[src/rtl/rtc_pkg.sv]
package rtc_pkg;

    localparam int NUM_BYTES = 8;
    localparam int NUM_CTR   = 7;
    localparam int ADDR_W    = 3;

    typedef enum logic [ADDR_W-1:0] {
        RA_SEC  = 3'd0,
        RA_MIN  = 3'd1,
        RA_HRS  = 3'd2,
        RA_DOW  = 3'd3,
        RA_DATE = 3'd4,
        RA_MON  = 3'd5,
        RA_YEAR = 3'd6,
        RA_CAL  = 3'd7
    } reg_addr_e;

    // Increment a two-digit packed BCD value (no range wrap here).
    function automatic logic [7:0] bcd_inc(input logic [7:0] v);
        if (v[3:0] == 4'd9) return {v[7:4] + 4'd1, 4'd0};
        else                return {v[7:4], v[3:0] + 4'd1};
    endfunction

    // Divisible by four, evaluated directly on the two BCD digits.
    function automatic logic bcd_is_leap(input logic [7:0] y);
        if (y[4]) return (y[3:0] == 4'd2) || (y[3:0] == 4'd6);
        else      return (y[3:0] == 4'd0) || (y[3:0] == 4'd4) || (y[3:0] == 4'd8);
    endfunction

    function automatic logic [7:0] month_last_day(input logic [7:0] mon, input logic leap);
        case (mon)
            8'h02:                      return leap ? 8'h29 : 8'h28;
            8'h04, 8'h06, 8'h09, 8'h11: return 8'h30;
            default:                    return 8'h31;
        endcase
    endfunction

    function automatic logic [7:0] ctr_floor(input int k);
        return (k == 3 || k == 4 || k == 5) ? 8'h01 : 8'h00;
    endfunction

    function automatic logic [7:0] ctr_ceiling(input int k);
        case (k)
            0, 1:    return 8'h59;
            2:       return 8'h23;
            3:       return 8'h07;
            4:       return 8'h31;
            5:       return 8'h12;
            default: return 8'h99;
        endcase
    endfunction

    function automatic logic [7:0] reg_mask(input int k);
        case (k)
            0, 1:    return 8'h7F;
            2:       return 8'h3F;
            3:       return 8'h07;
            4:       return 8'h3F;
            5:       return 8'h1F;
            default: return 8'hFF;
        endcase
    endfunction

endpackage

[src/rtl/rtc_prescaler.sv]
module rtc_prescaler #(
    parameter int DIV = 32768
) (
    input  logic clk,
    input  logic rst_n,
    input  logic tick,
    input  logic clr,
    output logic sec_pulse
);
    localparam int CNT_W = (DIV > 1) ? $clog2(DIV) : 1;
    localparam logic [CNT_W-1:0] LAST = CNT_W'(DIV - 1);

    logic [CNT_W-1:0] cnt;
    logic             at_last;

    assign at_last   = (cnt == LAST);
    // A restart request suppresses the boundary of the same cycle.
    assign sec_pulse = tick && at_last && !clr;

    always_ff @(posedge clk) begin
        if (!rst_n)       cnt <= '0;
        else if (clr)     cnt <= '0;
        else if (tick)    cnt <= at_last ? '0 : cnt + 1'b1;
    end
endmodule

[src/rtl/rtc_bcd_ctr.sv]
module rtc_bcd_ctr
    import rtc_pkg::*;
#(
    parameter logic [7:0] RST_VAL = 8'h00
) (
    input  logic       clk,
    input  logic       rst_n,
    input  logic       inc,
    input  logic       ld,
    input  logic [7:0] ld_val,
    input  logic [7:0] lo,
    input  logic [7:0] hi,
    output logic [7:0] q,
    output logic       at_hi
);
    // BCD values order like binary, so >= also catches a date left
    // above a shorter month's limit after a host write.
    assign at_hi = (q >= hi);

    always_ff @(posedge clk) begin
        if (!rst_n)   q <= RST_VAL;
        else if (ld)  q <= ld_val;
        else if (inc) q <= at_hi ? lo : bcd_inc(q);
    end
endmodule

[src/rtl/rtc_calendar_core.sv]
module rtc_calendar_core
    import rtc_pkg::*;
#(
    parameter int PRESCALE = 32768
) (
    input  logic                    clk,
    input  logic                    rst_n,
    input  logic                    tick,
    input  logic                    wr_en,
    input  logic [ADDR_W-1:0]       wr_addr,
    input  logic [7:0]              wr_data,
    output logic [NUM_BYTES*8-1:0]  regs_flat
);
    logic             sec_pulse;
    logic             sec_wr;
    logic [7:0]       ctr_q     [NUM_CTR];
    logic [7:0]       ctr_hi    [NUM_CTR];
    logic [7:0]       ctr_ldv   [NUM_CTR];
    logic [NUM_CTR-1:0] ctr_ld;
    logic [NUM_CTR-1:0] ctr_inc;
    logic [NUM_CTR-1:0] ctr_at_hi;
    logic             day_roll;
    logic             year_roll;
    logic             cen_en;
    logic             cen_bit;
    logic [7:0]       cal_q;

    assign sec_wr = wr_en && (wr_addr == RA_SEC);

    rtc_prescaler #(.DIV(PRESCALE)) u_presc (
        .clk       (clk),
        .rst_n     (rst_n),
        .tick      (tick),
        .clr       (sec_wr),
        .sec_pulse (sec_pulse)
    );

    // Carry chain: each field advances when everything below it wraps.
    assign ctr_inc[0] = sec_pulse;
    assign ctr_inc[1] = ctr_inc[0] && ctr_at_hi[0];
    assign ctr_inc[2] = ctr_inc[1] && ctr_at_hi[1];
    assign day_roll   = ctr_inc[2] && ctr_at_hi[2];
    assign ctr_inc[3] = day_roll;
    assign ctr_inc[4] = day_roll;
    assign ctr_inc[5] = ctr_inc[4] && ctr_at_hi[4];
    assign ctr_inc[6] = ctr_inc[5] && ctr_at_hi[5];
    assign year_roll  = ctr_inc[6] && ctr_at_hi[6];

    for (genvar k = 0; k < NUM_CTR; k++) begin : g_ctr
        localparam logic [7:0] FLOOR = ctr_floor(k);

        assign ctr_ld[k]  = wr_en && (wr_addr == ADDR_W'(k));
        assign ctr_ldv[k] = wr_data & reg_mask(k);

        if (k == int'(RA_DATE)) begin : g_dyn
            assign ctr_hi[k] = month_last_day(ctr_q[RA_MON], bcd_is_leap(ctr_q[RA_YEAR]));
        end else begin : g_fix
            assign ctr_hi[k] = ctr_ceiling(k);
        end

        rtc_bcd_ctr #(.RST_VAL(FLOOR)) u_ctr (
            .clk    (clk),
            .rst_n  (rst_n),
            .inc    (ctr_inc[k]),
            .ld     (ctr_ld[k]),
            .ld_val (ctr_ldv[k]),
            .lo     (FLOOR),
            .hi     (ctr_hi[k]),
            .q      (ctr_q[k]),
            .at_hi  (ctr_at_hi[k])
        );
    end

    // Century flags live beside the hours counter; a write there wins.
    always_ff @(posedge clk) begin
        if (!rst_n) begin
            cen_en  <= 1'b0;
            cen_bit <= 1'b0;
        end else if (ctr_ld[RA_HRS]) begin
            cen_en  <= wr_data[6];
            cen_bit <= wr_data[7];
        end else if (year_roll && cen_en) begin
            cen_bit <= !cen_bit;
        end
    end

    always_ff @(posedge clk) begin
        if (!rst_n)                              cal_q <= 8'h00;
        else if (wr_en && (wr_addr == RA_CAL))   cal_q <= wr_data;
    end

    for (genvar b = 0; b < NUM_BYTES; b++) begin : g_out
        if (b == int'(RA_HRS)) begin : g_hrs
            assign regs_flat[8*b +: 8] = {cen_bit, cen_en, ctr_q[b][5:0]};
        end else if (b == int'(RA_CAL)) begin : g_cal
            assign regs_flat[8*b +: 8] = cal_q;
        end else begin : g_cnt
            assign regs_flat[8*b +: 8] = ctr_q[b];
        end
    end

endmodule

[config.mk]
export PLATFORM = sky130hd
export DESIGN_NAME = rtc_calendar_core
export DESIGN_NICKNAME = d
export VERILOG_FILES = /design/src/rtl/rtc_pkg.sv /design/src/rtl/rtc_prescaler.sv /design/src/rtl/rtc_bcd_ctr.sv /design/src/rtl/rtc_calendar_core.sv
export SDC_FILE = /design/constraint.sdc
export NUM_CORES = 1
export LEC_CHECK = 0
export ABC_CLOCK_PERIOD_IN_PS = 2600
export BUFFER_PORTS_ARGS = -buffer_cell sky130_fd_sc_hd__clkbuf_2
export CAP_MARGIN = 20
export CORE_MARGIN = 2
export CORE_UTILIZATION = 52
export DETAILED_ROUTE_END_ITERATION = 12
export GPL_ROUTABILITY_DRIVEN = 0
export PLACE_DENSITY = 0.77
export SETUP_SLACK_MARGIN = 0.05
export SYNTH_ARGS = -nofsm -noshare
export SYNTH_HDL_FRONTEND = slang
export SYNTH_SLANG_ARGS = --single-unit
[constraint.sdc]
create_clock -name clk -period 2.6 [get_ports clk]
set_input_delay 0.39 -clock clk [delete_from_list [all_inputs] [get_ports clk]]
set_output_delay 0.39 -clock clk [all_outputs]
set_load 0.02 [all_outputs]
==> impl_metrics.py <==
metrics = {
    "run_status": {
        "status": "finished, violations left",
        "violations": "setup timing",
    },
    "yosys": {
        "ys.flop_type": "dfxtp_1",
        "synthAdderAreaFrac_pct": 5.971,
        "yosysTopAreaCell": "dfxtp_1",
        "synth_cell_type_count": 72,
        "syn-num-nets": 713,
        "avgSynthCellArea_um2": 7.784,
        "synth.most_common_cell": "dfxtp_1",
        "synth_common_cells": "dfxtp_1, nand2_1, buf_4",
        "synth_compound_area_share_pct": 18.29,
        "yosysSeqAreaShare_pct": 30.95,
        "yosys_register_bits": 81,
        "yosysTopAreaCellShare_pct": 30.95,
        "muxShareOfSynthArea_pct": 1.529,
        "yosysWarnings": 0,
        "synth_top_family_by_area": "simple AND/OR/NAND/NOR gates",
        "syn_inst": 673,
        "synth_edf_count": 0,
        "yosys.area_share.simple_pct": 27.13,
        "async_flop_share_pct": 0,
        "synthXorXnorAreaFrac_pct": 3.678,
        "synth_area_um2": 5239,
        "synth_area_leaders": "dfxtp_1, buf_4, ha_1, nand2_1, a21oi_1",
    },
    "clock_tree": {
        "cts_max_level": 3,
        "clk_latency_ps": 360,
        "cts_root_buffer": "clkbuf_8",
        "clk_pin_slew_worst_paths_ps": 80,
        "cts_tree": "done",
        "cts_buffers": 9,
        "clock_path_buffers": 2,
        "cts.sinks": 81,
    },
    "power": {
        "power_density_nw_per_um2": 434.0,
        "switching_share_pct": 25.64,
        "peakVddDrop_uv": 315.9,
        "p_int_uw": 1940,
        "power_switching_uw": 668.9,
        "p_clk_share_pct": 39.9,
        "p_leak_uw": 0.002425,
        "combPwrFrac_pct": 10.6,
        "pwr-share-seq_pct": 49.5,
    },
    "critical_path": {
        "end_kind": "flip-flop",
        "arrival_ps": 2970,
        "crit_fanout": 4,
        "critical_path_class": "flip-flop to flip-flop",
        "cp-start-kind": "flip-flop",
        "cp.required_ps": 2870,
    },
    "grt": {
        "grt_pass1_wl_um": 23050,
        "grt_pass1_vias": 4739,
        "grt_max_degree": 26,
        "grt_usage_pct": 25.72,
        "grt.overflow.total": 0,
        "antenna_found_initial": 0,
    },
    "floorplanning": {
        "die_area_um2": 10890,
        "die_x_um": 104.4,
        "initial_core_util_pct": 53.60,
        "die_y_um": 104.4,
        "core_area_um2": 9774,
        "fp-row-count": 36,
        "io-pin-count": 79,
    },
    "route": {
        "ant_nets": 0,
        "drc": 0,
        "vias_per_cell": 6.043,
        "vias": 5179,
        "first_pass_iters": 7,
        "drt_iter0_markers": 411,
        "wirelength_um": 14690,
        "wl_per_cell_um": 17.14,
    },
    "timing": {
        "period_needed_ps": 2708,
        "clock_skew_ps": 7.694,
        "hold_ws_ps": 297.4,
        "tightest_slew_ps": 880.1,
        "max_slew_margin_pct": 41.20,
        "rsz0062_at_grt": "true",
        "setup_viol": 6,
        "postLayoutSetupSlackWorst_ps": -108.2,
        "finalHoldViolCount": 0,
        "fmax_mhz": 369.3,
        "maxSlewViolCount": 0,
        "min_period_over_period_pct": 104.2,
    },
    "final_layout": {
        "diodes": 0,
        "layout-drive-gt1-share_pct": 25.83,
        "syn2layout_area_growth_pct": 14.74,
        "final_cells": 857,
        "final_nets": 761,
    },
    "placement": {
        "dp_hpwl_um": 10130,
        "dp_cells": 836,
        "port_buffers": 78,
        "pre_cts_slack_ps": -129.4,
    },
    "hold_path": {
        "hold_class": "primary input to flip-flop",
    },
    "flow_run": {
        "max_cap_violations": 0,
    },
}
power groups by stage:
stage / clock network [uW] / registers [uW] / logic, uW
after global routing: 1090 / 1290 / 302
after floorplan: 0 / 1320 / 185
after global placement: 0 / 1320 / 250
final: 1040 / 1290 / 277
after detailed placement: 0 / 1320 / 258
after CTS: 1040 / 1290 / 266
critical path, cell delays in order, from the launching register on:
cell     delay (ps)
dfxtp_2         340
inv_2            50
ha_4            150
nor2b_4         120
a22oi_2         150
o21ai_1         100
a22oi_1         170
ha_1            270
nor4b_2         250
o21ai_2         100
or2_4           280
nand4_1         160
buf_4           160
buf_4           110
nand4_1          90
o31ai_1         100
timing repair:
action,CTS,global route
setup endpoints to repair,24,27
pin swaps,17,30
hold buffers,0,0
setup buffers,3,4
resized for setup,21,30
endpoints found under the hold margin,0,0
metrics by stage:
step / util (%) / setup TNS, ps / total power (uW) / area (um^2)
detailed placement: 56.75 / -1280 / 1577 / 5547
floorplan: - / 0 / 1501 / 5271
global route: 61.50 / -2961 / 2682 / 6011
finish: 61.50 / -218.3 / 2609 / 6011
CTS: 60.00 / -439.3 / 2592 / 5864
global placement: 56.75 / 0 / 1568 / 5547
registers in the layout (all words and copies together), names as in the netlist:
signal	count
g_ctr.u_ctr.q	56
u_presc.cnt	15
cal_q	8
cen_bit	1
cen_en	1
per-layer routing:
| metal | wire length (um) | global-route usage [%] | part of all wire [%] |
|---|---|---|---|
| met1 | 6193 | 34.22 | 42 |
| met4 | 371 | 9.363 | 2.5 |
| met5 | 0 | 0 | 0 |
| met2 | 7036 | 41.46 | 48 |
| met3 | 1089 | 4.825 | 7.4 |
path summary, 6_finish.rpt:
path	startpoint	endpoint	slack, ps	cells past startpoint
worst max-delay path	g_ctr[5].u_ctr.q[4]	g_ctr[6].u_ctr.q[2]	-110	15
worst min-delay path	wr_data[7]	cal_q[7]	300	3
worst max register to register	g_ctr[5].u_ctr.q[4]	g_ctr[6].u_ctr.q[2]	-110	15
worst min register to register	cal_q[5]	cal_q[5]	460	2
final cells by class:
class                   instances  area (um^2)
clock buffers                  11        151.4
clock inverters                 3        65.06
flip-flops and latches         81         1628
well taps                     133        166.4
inverters                      27        101.3
fillers                       844         3764
repair buffers                121        743.2
multi-input cells             481         3156
cell usage in the layout (no fill, tap or decap), drive strengths merged, types with 6 or more instances in the layout:
master	n
o31ai	6
a21oi	44
nor4	7
o21ai	37
clkbuf	89
nand4	21
xor2	10
nor2	54
nand2b	7
a31oi	17
nand3	41
inv	26
o211ai	6
ha	25
nand2	78
xnor2	12
and3	12
or4	6
dfxtp	81
nor3	20
buf	43
mux2i	8
cell families (layout without fill, tap and decap cells):
group	Yosys count	in the layout
mux	8	8
buf+inv	111	162
fa+ha+maj	25	25
simple gates	277	277
compound gates	149	149
flops	81	81
xor+xnor	22	22
Note: power is estimated with default switching activity, not from simulation.
